<file path="src/rtl/pca_pkg.sv">
// Shared types for the paged configuration aperture.
// Assumes a single outstanding transaction at a time.
package pca_pkg;
    typedef enum logic [1:0] {
        ST_IDLE  = 2'd0,
        ST_ISSUE = 2'd1,
        ST_RESP  = 2'd2
    } pca_state_e;
endpackage

</file>
<file path="src/rtl/pca_decode.sv">
// Address decode: turns a bus offset and the current page into an internal
// offset, and flags the locally held control register.
// Assumes INT_AW = PAGE_W + WIN_W and INT_AW > BUS_AW.
module pca_decode #(
    parameter int BUS_AW = 12,
    parameter int PAGE_W = 6,
    parameter int WIN_W  = 10,
    parameter int INT_AW = 16,
    parameter logic [BUS_AW-1:0] DIRECT_LIMIT = 'hC00,
    parameter logic [BUS_AW-1:0] CTRL_OFF     = 'h808
) (
    input  logic [BUS_AW-1:0] bus_addr,
    input  logic [PAGE_W-1:0] page,
    output logic              is_ctrl,
    output logic [INT_AW-1:0] int_addr
);
    localparam int PAD_W = INT_AW - BUS_AW;

    // Steer the offset: direct pass-through below the limit, paged above.
    always_comb begin
        is_ctrl = (bus_addr == CTRL_OFF);
        if (bus_addr >= DIRECT_LIMIT) begin
            int_addr = {page, bus_addr[WIN_W-1:0]};
        end else begin
            int_addr = {{PAD_W{1'b0}}, bus_addr};
        end
    end
endmodule

</file>
<file path="src/rtl/pca_ctrl_reg.sv">
// Bridge control register: holds the page field and two path enables.
// Unimplemented bits are not stored and read as zero.
module pca_ctrl_reg #(
    parameter int DW       = 32,
    parameter int PAGE_W   = 6,
    parameter int PAGE_LSB = 13
) (
    input  logic              clk,
    input  logic              rst_n,
    input  logic              wr_en,
    input  logic [DW-1:0]     wdata,
    output logic [DW-1:0]     rdata,
    output logic [PAGE_W-1:0] page,
    output logic              out_en,
    output logic              in_en
);
    localparam logic [DW-1:0] PAGE_MASK = {{(DW-PAGE_W){1'b0}}, {PAGE_W{1'b1}}} << PAGE_LSB;
    localparam logic [DW-1:0] RW_MASK   = PAGE_MASK | {{(DW-2){1'b0}}, 2'b11};

    logic [DW-1:0] reg_q;

    // Store writable bits only; reset clears page and enables.
    always_ff @(posedge clk) begin
        if (!rst_n) begin
            reg_q <= '0;
        end else if (wr_en) begin
            reg_q <= wdata & RW_MASK;
        end
    end

    // Break out the fields.
    always_comb begin
        rdata  = reg_q;
        page   = reg_q[PAGE_LSB +: PAGE_W];
        out_en = reg_q[0];
        in_en  = reg_q[1];
    end
endmodule

</file>
<file path="src/rtl/pca_seq.sv">
// Access sequencer: accepts one request, issues one strobe cycle to the
// internal port (or to the control register), then one response cycle.
// Assumes the internal port answers combinationally during the strobe.
module pca_seq #(
    parameter int DW     = 32,
    parameter int INT_AW = 16
) (
    input  logic              clk,
    input  logic              rst_n,
    input  logic              req_valid,
    input  logic              req_write,
    input  logic [DW-1:0]     req_wdata,
    input  logic              is_ctrl,
    input  logic [INT_AW-1:0] int_addr,
    input  logic [DW-1:0]     ctrl_rdata,
    input  logic [DW-1:0]     cfg_rdata,
    input  logic              cfg_hit,
    output logic              req_ready,
    output logic              cfg_en,
    output logic              cfg_we,
    output logic [INT_AW-1:0] cfg_addr,
    output logic [DW-1:0]     cfg_wdata,
    output logic              ctrl_wr,
    output logic              resp_valid,
    output logic [DW-1:0]     resp_rdata
);
    import pca_pkg::*;

    pca_state_e        state_q;
    logic              we_q;
    logic              ctrl_q;
    logic [INT_AW-1:0] addr_q;
    logic [DW-1:0]     wdata_q;
    logic [DW-1:0]     rdata_q;

    // Sequence states and latch the request on acceptance.
    always_ff @(posedge clk) begin
        if (!rst_n) begin
            state_q <= ST_IDLE;
            we_q    <= 1'b0;
            ctrl_q  <= 1'b0;
            addr_q  <= '0;
            wdata_q <= '0;
            rdata_q <= '0;
        end else begin
            case (state_q)
                ST_IDLE: begin
                    if (req_valid) begin
                        state_q <= ST_ISSUE;
                        we_q    <= req_write;
                        ctrl_q  <= is_ctrl;
                        addr_q  <= int_addr;
                        wdata_q <= req_wdata;
                    end
                end
                ST_ISSUE: begin
                    state_q <= ST_RESP;
                    if (we_q) begin
                        rdata_q <= '0;
                    end else if (ctrl_q) begin
                        rdata_q <= ctrl_rdata;
                    end else if (cfg_hit) begin
                        rdata_q <= cfg_rdata;
                    end else begin
                        rdata_q <= '0;
                    end
                end
                default: begin
                    state_q <= ST_IDLE;
                end
            endcase
        end
    end

    // Drive the strobe, control write and response from state.
    always_comb begin
        req_ready  = (state_q == ST_IDLE);
        cfg_en     = (state_q == ST_ISSUE) && !ctrl_q;
        cfg_we     = cfg_en && we_q;
        cfg_addr   = addr_q;
        cfg_wdata  = wdata_q;
        ctrl_wr    = (state_q == ST_ISSUE) && ctrl_q && we_q;
        resp_valid = (state_q == ST_RESP);
        resp_rdata = rdata_q;
    end
endmodule

</file>
<file path="src/rtl/cfg_page_aperture.sv">
// Paged configuration aperture top: 4 KB bus aperture onto a 64 KB internal
// space; the top 1 KB is a window whose page comes from a control register.
// Assumes word-aligned accesses; byte offset bits pass through unchanged.
module cfg_page_aperture #(
    parameter int DW       = 32,
    parameter int BUS_AW   = 12,
    parameter int PAGE_W   = 6,
    parameter int WIN_W    = 10,
    parameter int PAGE_LSB = 13,
    parameter logic [BUS_AW-1:0] DIRECT_LIMIT = 'hC00,
    parameter logic [BUS_AW-1:0] CTRL_OFF     = 'h808
) (
    input  logic                      clk,
    input  logic                      rst_n,
    input  logic                      req_valid,
    output logic                      req_ready,
    input  logic                      req_write,
    input  logic [BUS_AW-1:0]         req_addr,
    input  logic [DW-1:0]             req_wdata,
    output logic                      resp_valid,
    output logic [DW-1:0]             resp_rdata,
    output logic                      cfg_en,
    output logic                      cfg_we,
    output logic [PAGE_W+WIN_W-1:0]   cfg_addr,
    output logic [DW-1:0]             cfg_wdata,
    input  logic [DW-1:0]             cfg_rdata,
    input  logic                      cfg_hit,
    output logic                      out_pio_en,
    output logic                      in_pio_en
);
    localparam int INT_AW = PAGE_W + WIN_W;

    logic              is_ctrl;
    logic [INT_AW-1:0] int_addr;
    logic [PAGE_W-1:0] page;
    logic [DW-1:0]     ctrl_rdata;
    logic              ctrl_wr;

    pca_decode #(
        .BUS_AW(BUS_AW), .PAGE_W(PAGE_W), .WIN_W(WIN_W), .INT_AW(INT_AW),
        .DIRECT_LIMIT(DIRECT_LIMIT), .CTRL_OFF(CTRL_OFF)
    ) u_decode (
        .bus_addr(req_addr),
        .page(page),
        .is_ctrl(is_ctrl),
        .int_addr(int_addr)
    );

    pca_ctrl_reg #(
        .DW(DW), .PAGE_W(PAGE_W), .PAGE_LSB(PAGE_LSB)
    ) u_ctrl (
        .clk(clk),
        .rst_n(rst_n),
        .wr_en(ctrl_wr),
        .wdata(cfg_wdata),
        .rdata(ctrl_rdata),
        .page(page),
        .out_en(out_pio_en),
        .in_en(in_pio_en)
    );

    pca_seq #(
        .DW(DW), .INT_AW(INT_AW)
    ) u_seq (
        .clk(clk),
        .rst_n(rst_n),
        .req_valid(req_valid),
        .req_write(req_write),
        .req_wdata(req_wdata),
        .is_ctrl(is_ctrl),
        .int_addr(int_addr),
        .ctrl_rdata(ctrl_rdata),
        .cfg_rdata(cfg_rdata),
        .cfg_hit(cfg_hit),
        .req_ready(req_ready),
        .cfg_en(cfg_en),
        .cfg_we(cfg_we),
        .cfg_addr(cfg_addr),
        .cfg_wdata(cfg_wdata),
        .ctrl_wr(ctrl_wr),
        .resp_valid(resp_valid),
        .resp_rdata(resp_rdata)
    );
endmodule

</file>
<file path="config.mk">
export PLATFORM = sky130hd
export DESIGN_NAME = cfg_page_aperture
export DESIGN_NICKNAME = d
export VERILOG_FILES = /design/src/rtl/pca_pkg.sv /design/src/rtl/pca_decode.sv /design/src/rtl/pca_ctrl_reg.sv /design/src/rtl/pca_seq.sv /design/src/rtl/cfg_page_aperture.sv
export SDC_FILE = /design/constraint.sdc
export NUM_CORES = 1
export LEC_CHECK = 0
export ABC_AREA = 1
export BUFFER_PORTS_ARGS = -buffer_cell sky130_fd_sc_hd__buf_2
export CAP_MARGIN = 20
export CORE_AREA = 2 2 90 92
export CTS_CLUSTER_SIZE = 8
export DETAILED_ROUTE_END_ITERATION = 8
export DIE_AREA = 0 0 92 94
export HOLD_SLACK_MARGIN = 0.06
export PLACE_DENSITY = 0.75
export SLEW_MARGIN = 20
export SYNTH_ARGS = -nofsm -noshare
export SYNTH_HDL_FRONTEND = slang
export SYNTH_SLANG_ARGS = --single-unit
</file>
<file path="constraint.sdc">
create_clock -name clk -period 1.4 [get_ports clk]
set_input_delay 0.14 -clock clk [delete_from_list [all_inputs] [get_ports clk]]
set_output_delay 0.14 -clock clk [all_outputs]
set_load 0.01 [all_outputs]
</file>
==> impl_results.md, run 1 <==
- Status: completed
- CTS tree: built
- PwrDens: 1090 nW/um^2
- Post-route ant nets: 0
- Clock Sinks: 92
- Count leader, synth: nand2_1
- Post-DR wirelength/cell: 13.3 um
- First DRT Iteration DRCs: 138
- Tot Pwr: 5.67 mW
- Ys Warns: 0
- CP Class: flop to output pin
- Clock Skews: 0.00995 ns
- Root Buffer: clkbuf_8
- Core area: 7610 sq um
- Mux share of post-synthesis cell area: 0
- Share of layout cells above drive strength 1: 0.306
- Die X: 92 um
- Synth Register Bits: 92
- Max-Cap Viols: 0
- Hold Path Class: input port to flop
- Io pins: 167
- Post-Synth XOR/XNOR Area: 0
- Min Tclk post-route: 1.32 ns
- Row count: 32
- F_max: 0.759 GHz
- Worst-Margin Slew: 0.233 ns
- Crit start category: flop
- WL final: 10.4 mm
- CTS H-tree lvls: 3
- DIE HEIGHT: 94 um
- Async set-reset flop share out of synthesis: 0
- Top cells by count, synth: nand2_1, nor2_1, dfxtp_1, o21ai_0, a21oi_1
- Slew HR: 0.843
- Routability cong.: 0.787
- Post-DP HPWL: 6.57 mm
- Yosys top cell area share: 0.545
- Worst EP arrival: 1.18 ns
- Vias: 3,740
- Top cells by area, synth: dfxtp_1, nand2_1, nor2_1, o21ai_0, a21oi_1
- Syn Inst Count: 446
- Worst vdd ir: 0.000663 V
- Die area: 8650 sq um
- Max clock buf depth: 2
- Total Nets Final: 755
- Vias in the first global route: 3,595
- Total gr overflow: 0
- Initial Util: 0.444
- Total track usage: 0.233
- Drt drc: 0
- Unique masters post-synth: 19
- Post-synth top flop: dfxtp_1
- Largest area contributor in the netlist: dfxtp_1
- Initial antenna violation count: 0
- Setup_tns: 0 ns
- DRT Pass-1 Iters: 4
- Leakage: 2.46 nW
- Largest family of logic cells by synthesized area: simple AND/OR/NAND/NOR gates
- Simple-gate area share of the yosys netlist: 0.262
- Port bufs: 166
- Largest net degree at the start of global routing: 49
- Syn Nets: 527
- Clock latency at the later pin of the worst-skew pair: 0.34 ns
- Final Hold Vio Count: 0
- N_diodes: 0
- Via-to-Cell Ratio: 4.79
- Worst setup EP type: output pin
- Final period utilization: 0.941
- Sequential area share after synthesis: 0.545
- Critical path required time: 1.26 ns
- Synthesized area per cell: 7.58 sq um
- EDFF count, synth: 0
- Final setup vio count: 0
- Critical Path Fanout Max: 4
- Compound-cell area share of the yosys netlist: 0.141
- Unrepaired setup endpoints after global routing: no
- Final Max Slew Viols: 0
- Post-Syn Area: 3380 sq um
- R2R setup slack: 0.17 ns
- Global-route wire length before repair: 16.1 mm
- P&R area growth vs syn: 54.5%
- Post-synthesis adder-cell area fraction: 0
- Total CTS buffers: 9
- Clk slew on worst S/H paths: 0.09 ns
[critical path: stages, from the launching register on]
cell     delay [ns]
dfxtp_4        0.37
inv_2          0.04
nor2_4         0.13
nand2_4        0.08
nor2_2         0.07
buf_2          0.14
[where the power goes]
part | switching [mW] | leakage (nW) | internal, mW
clock network | 0.893 | 0.107 | 1.05
logic | 0.460 | 1.59 | 0.434
registers | 0.0786 | 0.754 | 2.75
[through the flow]
| stage | instance area (sq um) | util | setup slack, ns | instances | hold slack [ns] |
|---|---|---|---|---|---|
| floorplan | 3380 | - | 0.278 | 446 | 0.277 |
| global placement | 4370 | 0.574 | 0.233 | 702 | 0.387 |
| detailed placement | 4370 | 0.574 | 0.178 | 702 | 0.394 |
| CTS | 5200 | 0.683 | 0.0395 | 779 | 0.0611 |
| global route | 5220 | 0.686 | 0.0226 | 781 | 0.0982 |
| finish | 5220 | 0.686 | 0.0825 | 781 | 0.0807 |
[layout make-up]
class                      instances  area (sq um)
clock inverter                     4          72.6
multi-input combinational        317          1370
sequential                        92          1850
inverter                          12          45.0
clock buffer                      12           145
tap                              102           128
fill                             642          2390
timing repair buffer             242          1620
[flip-flops by register name (all words and copies together) (netlist names)]
register / cells
u_seq.cfg_wdata: 32
u_seq.state_q: 2
u_seq.resp_rdata: 32
u_seq.ctrl_q: 1
u_seq.cfg_addr: 16
u_seq.we_q: 1
u_ctrl.rdata: 8
[cells by family after synthesis]
| family | Yosys count |
|---|---|
| buf+inv | 37 |
| flops | 92 |
| simple gates | 222 |
| compound gates | 95 |
[routing by layer]
metal,part of all wire,track usage,wire length (um)
met5,0,0,0
met1,0.41,0.260,4210
met2,0.49,0.423,5110
met4,0.017,0.0858,178
met3,0.084,0.0650,866
[placed cells by master, fill, tap and decap left out, types with 4 or more instances in the layout]
| cell | instances |
|---|---|
| a21oi_1 | 45 |
| buf_12 | 5 |
| buf_2 | 166 |
| buf_4 | 10 |
| clkbuf_8 | 10 |
| dfxtp_1 | 91 |
| dlygate4sd3_1 | 61 |
| inv_1 | 8 |
| nand2_1 | 106 |
| nand2_2 | 4 |
| nand3_1 | 13 |
| nor2_1 | 93 |
| o21ai_0 | 50 |
[path summary, 6_finish.rpt]
check	startpoint	endpoint	depth (start not counted)
min	req_addr[4]	u_seq.cfg_addr[4]$_SDFFE_PN0P_	3
max	u_seq.state_q[0]$_SDFFE_PN0P_	cfg_we	5
max reg2reg	u_seq.state_q[1]$_SDFFE_PN0P_	u_seq.cfg_addr[6]$_SDFFE_PN0P_	5
min reg2reg	u_seq.resp_rdata[11]$_SDFFE_PN0N_	u_seq.resp_rdata[11]$_SDFFE_PN0N_	2
[timing repair]
action	CTS	global route
hold endpoints to repair	61	0
setup endpoints to repair	1	1
pin swaps	0	1
gates resized for setup	1	3
hold buffers	61	0
buffers inserted	0	2
No activity file was read; power rests on OpenSTA's default activity.
==> run 2, diff against run 1 <==
--- a/config.mk
+++ b/config.mk
@@ -5,16 +5,18 @@
 export SDC_FILE = /design/constraint.sdc
 export NUM_CORES = 1
 export LEC_CHECK = 0
-export ABC_AREA = 1
 export BUFFER_PORTS_ARGS = -buffer_cell sky130_fd_sc_hd__buf_2
 export CAP_MARGIN = 20
-export CORE_AREA = 2 2 90 92
+export CELL_PAD_IN_SITES_DETAIL_PLACEMENT = 0
+export CELL_PAD_IN_SITES_GLOBAL_PLACEMENT = 2
+export CORE_AREA = 2 2 124 126
 export CTS_CLUSTER_SIZE = 8
 export DETAILED_ROUTE_END_ITERATION = 8
-export DIE_AREA = 0 0 92 94
+export DIE_AREA = 0 0 126 128
 export HOLD_SLACK_MARGIN = 0.06
-export PLACE_DENSITY = 0.75
+export PLACE_DENSITY = 0.76
 export SLEW_MARGIN = 20
 export SYNTH_ARGS = -nofsm -noshare
 export SYNTH_HDL_FRONTEND = slang
+export SYNTH_HIERARCHICAL = 1
 export SYNTH_SLANG_ARGS = --single-unit
==> run 2 against run 1 <==
Final cell count rose by 3.6%. Total power rose by 8.6%. Critical endpoint unchanged. Register-to-register slack got worse by 0.12 ns. Synthesized area rose by 15%. Fmax fell by 3.7%. Core utilization fell by 30 points. Combinational power fell by 2.9%. Sequential share of layout area fell by 3.3 points. Largest power group unchanged. Clock skew fell by 0.0041 ns. Non-clock buffer count fell by 8. Sequential power fell by 1%.
==> impl_results.md, run 2 <==
- N_diodes: 0 (unchanged)
- Total CTS buffers: 9 (unchanged)
- CTS tree: built
- Final period utilization: 0.977 (+0.0361)
- Unique masters post-synth: 24 (+5)
- Most frequent cells in the layout: buf_2, nand2_1, dfxtp_1
- Io pins: 167 (unchanged)
- Inst Count DP: 744 (+6.0%)
- Unrepaired setup endpoints after global routing: yes
- Vias in the first global route: 3,503 (-2.6%)
- Critical path's largest stage delay: 0.33 ns (-0.04 ns)
- Min Tclk post-route: 1.37 ns (+0.0506 ns)
- CTS H-tree lvls: 3 (unchanged)
- Yosys top cell area share: 0.473 (-0.0715)
- Total gr overflow: 0 (unchanged)
- Clock Sinks: 92 (unchanged)
- CP max stage cell: dfxtp_2
- Sequential area share after synthesis: 0.473 (-0.0715)
- PwrDens: 1070 nW/um^2 (-1.8%)
- DIE HEIGHT: 128 um (+36%)
- Largest area contributor in the netlist: dfxtp_1
- Syn Inst Count: 423 (-5.2%)
- Critical Path Fanout Max: 2 (-2)
- Async set-reset flop share out of synthesis: 0 (unchanged)
- Drt drc: 0 (unchanged)
- First DRT Iteration DRCs: 127 (-8.0%)
- Share of layout cells above drive strength 1: 0.377 (+0.0705)
- Port bufs: 166 (unchanged)
- EDFF count, synth: 0 (unchanged)
- Largest net degree at the start of global routing: 56 (+14%)
- Critical path required time: 1.26 ns (about the same)
- Max clock buf depth: 2 (unchanged)
- Post-DP HPWL: 8.22 mm (+25%)
- Final cell count without fillers: 809 (+3.6%)
- Leakage: 2.58 nW (+5.2%)
- Initial antenna violation count: 0 (unchanged)
- Die area: 16,100 sq um (+86%)
- Core area: 14,900 sq um (+95%)
- Post-synth top flop: dfxtp_1
- Clock latency at the later pin of the worst-skew pair: 0.35 ns (about the same)
- Total Nets Final: 697 (-7.7%)
- Critical-path cell list: nor2b_4, nor2b_4, and2_4, buf_6
- Synth Register Bits: 92 (unchanged)
- Status: completed
- DRT Pass-1 Iters: 4 (unchanged)
- Setup_tns: 0 ns (unchanged)
- Root Buffer: clkbuf_16
- Most Frequent Cell on Critical Path: nor2b_4
- Top cells by area, synth: dfxtp_1, a21boi_1, nand2_1, buf_4, o2bb2ai_1
- Post-Syn Area: 3890 sq um (+15%)
- Via-to-Cell Ratio: 4.45 (-7.0%)
- Hold Path Class: input port to flop
- Ys Warns: 6 (+6)
- Die X: 126 um (+37%)
- Commonest non-fill, non-tap cell in the layout: buf_2
- Top cells by count, synth: nand2_1, dfxtp_1, a21boi_1, buf_4
- Worst EP arrival: 1.23 ns (+0.05 ns)
- P&R area growth vs syn: 48.4%
- Clock Skews: 0.00580 ns (-0.00414 ns)
- Final Max Slew Viols: 0 (unchanged)
- CP Class: flop to output pin
- Post-route ant nets: 0 (unchanged)
- Worst vdd ir: 0.000529 V (-20%)
- Routability cong.: 0.711 (-9.6%)
- Final Hold Vio Count: 0 (unchanged)
- Worst setup EP type: output pin
- Vias: 3,602 (-3.7%)
- Post-DR wirelength/cell: 14.7 um (+11%)
- Total track usage: 0.147 (-0.0863)
- Clk slew on worst S/H paths: 0.07 ns (-0.02 ns)
- WL final: 11.9 mm (+15%)
- Row count: 45 (+41%)
- Max-Cap Viols: 0 (unchanged)
- Global-route wire length before repair: 18.6 mm (+15%)
- Count leader, synth: nand2_1
- Initial Util: 0.262 (-0.183)
- Synthesized area per cell: 9.20 sq um (+21%)
- F_max: 0.731 GHz (-3.7%)
- Crit start category: flop
- Final setup vio count: 0 (unchanged)
[run 2: cell types whose count changed after synthesis, sizes merged, moves of 11 or more]
cell	previous run	this run
o2bb2ai	0	32
o21ai	50	0
nor2b	0	13
a22oi	0	32
buf	13	61
a21boi	0	52
nor2	97	1
nand3	14	0
a21oi	45	0
nand2	111	100
[run 2: through the flow]
| step | utilization | area (sq um) | hold WS [ns] | setup WS (ns) | power, mW |
|---|---|---|---|---|---|
| 5_1_grt | 0.388 | 5770 | 0.0711 | -0.0582 | 6.48 |
| 3_5_place_dp | 0.323 | 4800 | 0.387 | 0.0856 | 3.56 |
| 2_1_floorplan | - | 3980 | 0.268 | 0.0110 | 3.26 |
| 4_1_cts | 0.379 | 5640 | 0.0608 | -0.00149 | 6.23 |
| 6_report | 0.388 | 5770 | 0.0805 | 0.0319 | 6.16 |
| 3_3_place_gp | 0.323 | 4800 | 0.380 | 0.126 | 3.55 |
[run 2: logic make-up after synthesis]
logic type,count (synthesis),share of synthesized area
AOI/OAI and AO/OA,116,0.234
buffers and inverters,77,0.123
DFF,92,0.473
muxes,8,0.0206
other,1,0.000964
and+or+nand+nor,129,0.148
[run 2: what timing repair did]
| action | 4_1_cts | 5_1_grt |
|---|---|---|
| hold buffers | 42 | 1 |
| pin swaps | 1 | 0 |
| endpoints found under the hold margin | 42 | 1 |
| endpoints found under the setup margin | 2 | 41 |
| resized for setup | 11 | 22 |
| cloned | 2 | 1 |
| setup buffers | 3 | 1 |
[run 2: worst max-delay path, delay by kind of cell (launching register included)]
family,cells,cell delay (ns)
buffers and inverters,1,0.09
flip-flops,1,0.33
AND/OR/NAND/NOR,3,0.45
[run 2: final timing paths]
check	startpoint	endpoint	slack [ns]	cells after the start
setup reg to reg	u_seq/state_q[0]$_SDFFE_PN0P_	u_seq/cfg_addr[11]$_SDFFE_PN0P_	0.05	6
hold / removal	cfg_rdata[10]	u_seq/resp_rdata[10]$_SDFFE_PN0N_	0.08	3
setup / recovery	u_seq/state_q[0]$_SDFFE_PN0P_	cfg_we	0.03	4
hold reg to reg	u_seq/cfg_addr[14]$_SDFFE_PN0P_	u_seq/cfg_addr[14]$_SDFFE_PN0P_	0.45	2
[run 2: report_power, final]
group	internal (mW)	switching (mW)	leakage, nW
logic	0.443	0.424	1.69
registers	2.72	0.0620	0.751
clock network	1.44	1.07	0.138
[run 2: routing by layer]
layer	GRT usage	wire length [um]	vias up
met5	0	0	-
met4	0.0621	207	0
met3	0.0413	913	14
met2	0.227	5260	134
met1	0.192	5540	1673
li1	-	-	1781
[run 2: final cells by class]
| type | count | area (sq um) |
|---|---|---|
| Clock inverter | 5 | 61.3 |
| Inverter | 2 | 7.51 |
| Timing Repair Buffer | 234 | 1620 |
| Multi-Input combinational cell | 277 | 1760 |
| Sequential cell | 92 | 1850 |
| Tap cell | 188 | 235 |
| Clock buffer | 11 | 243 |
| Fill cell | 1516 | 9090 |
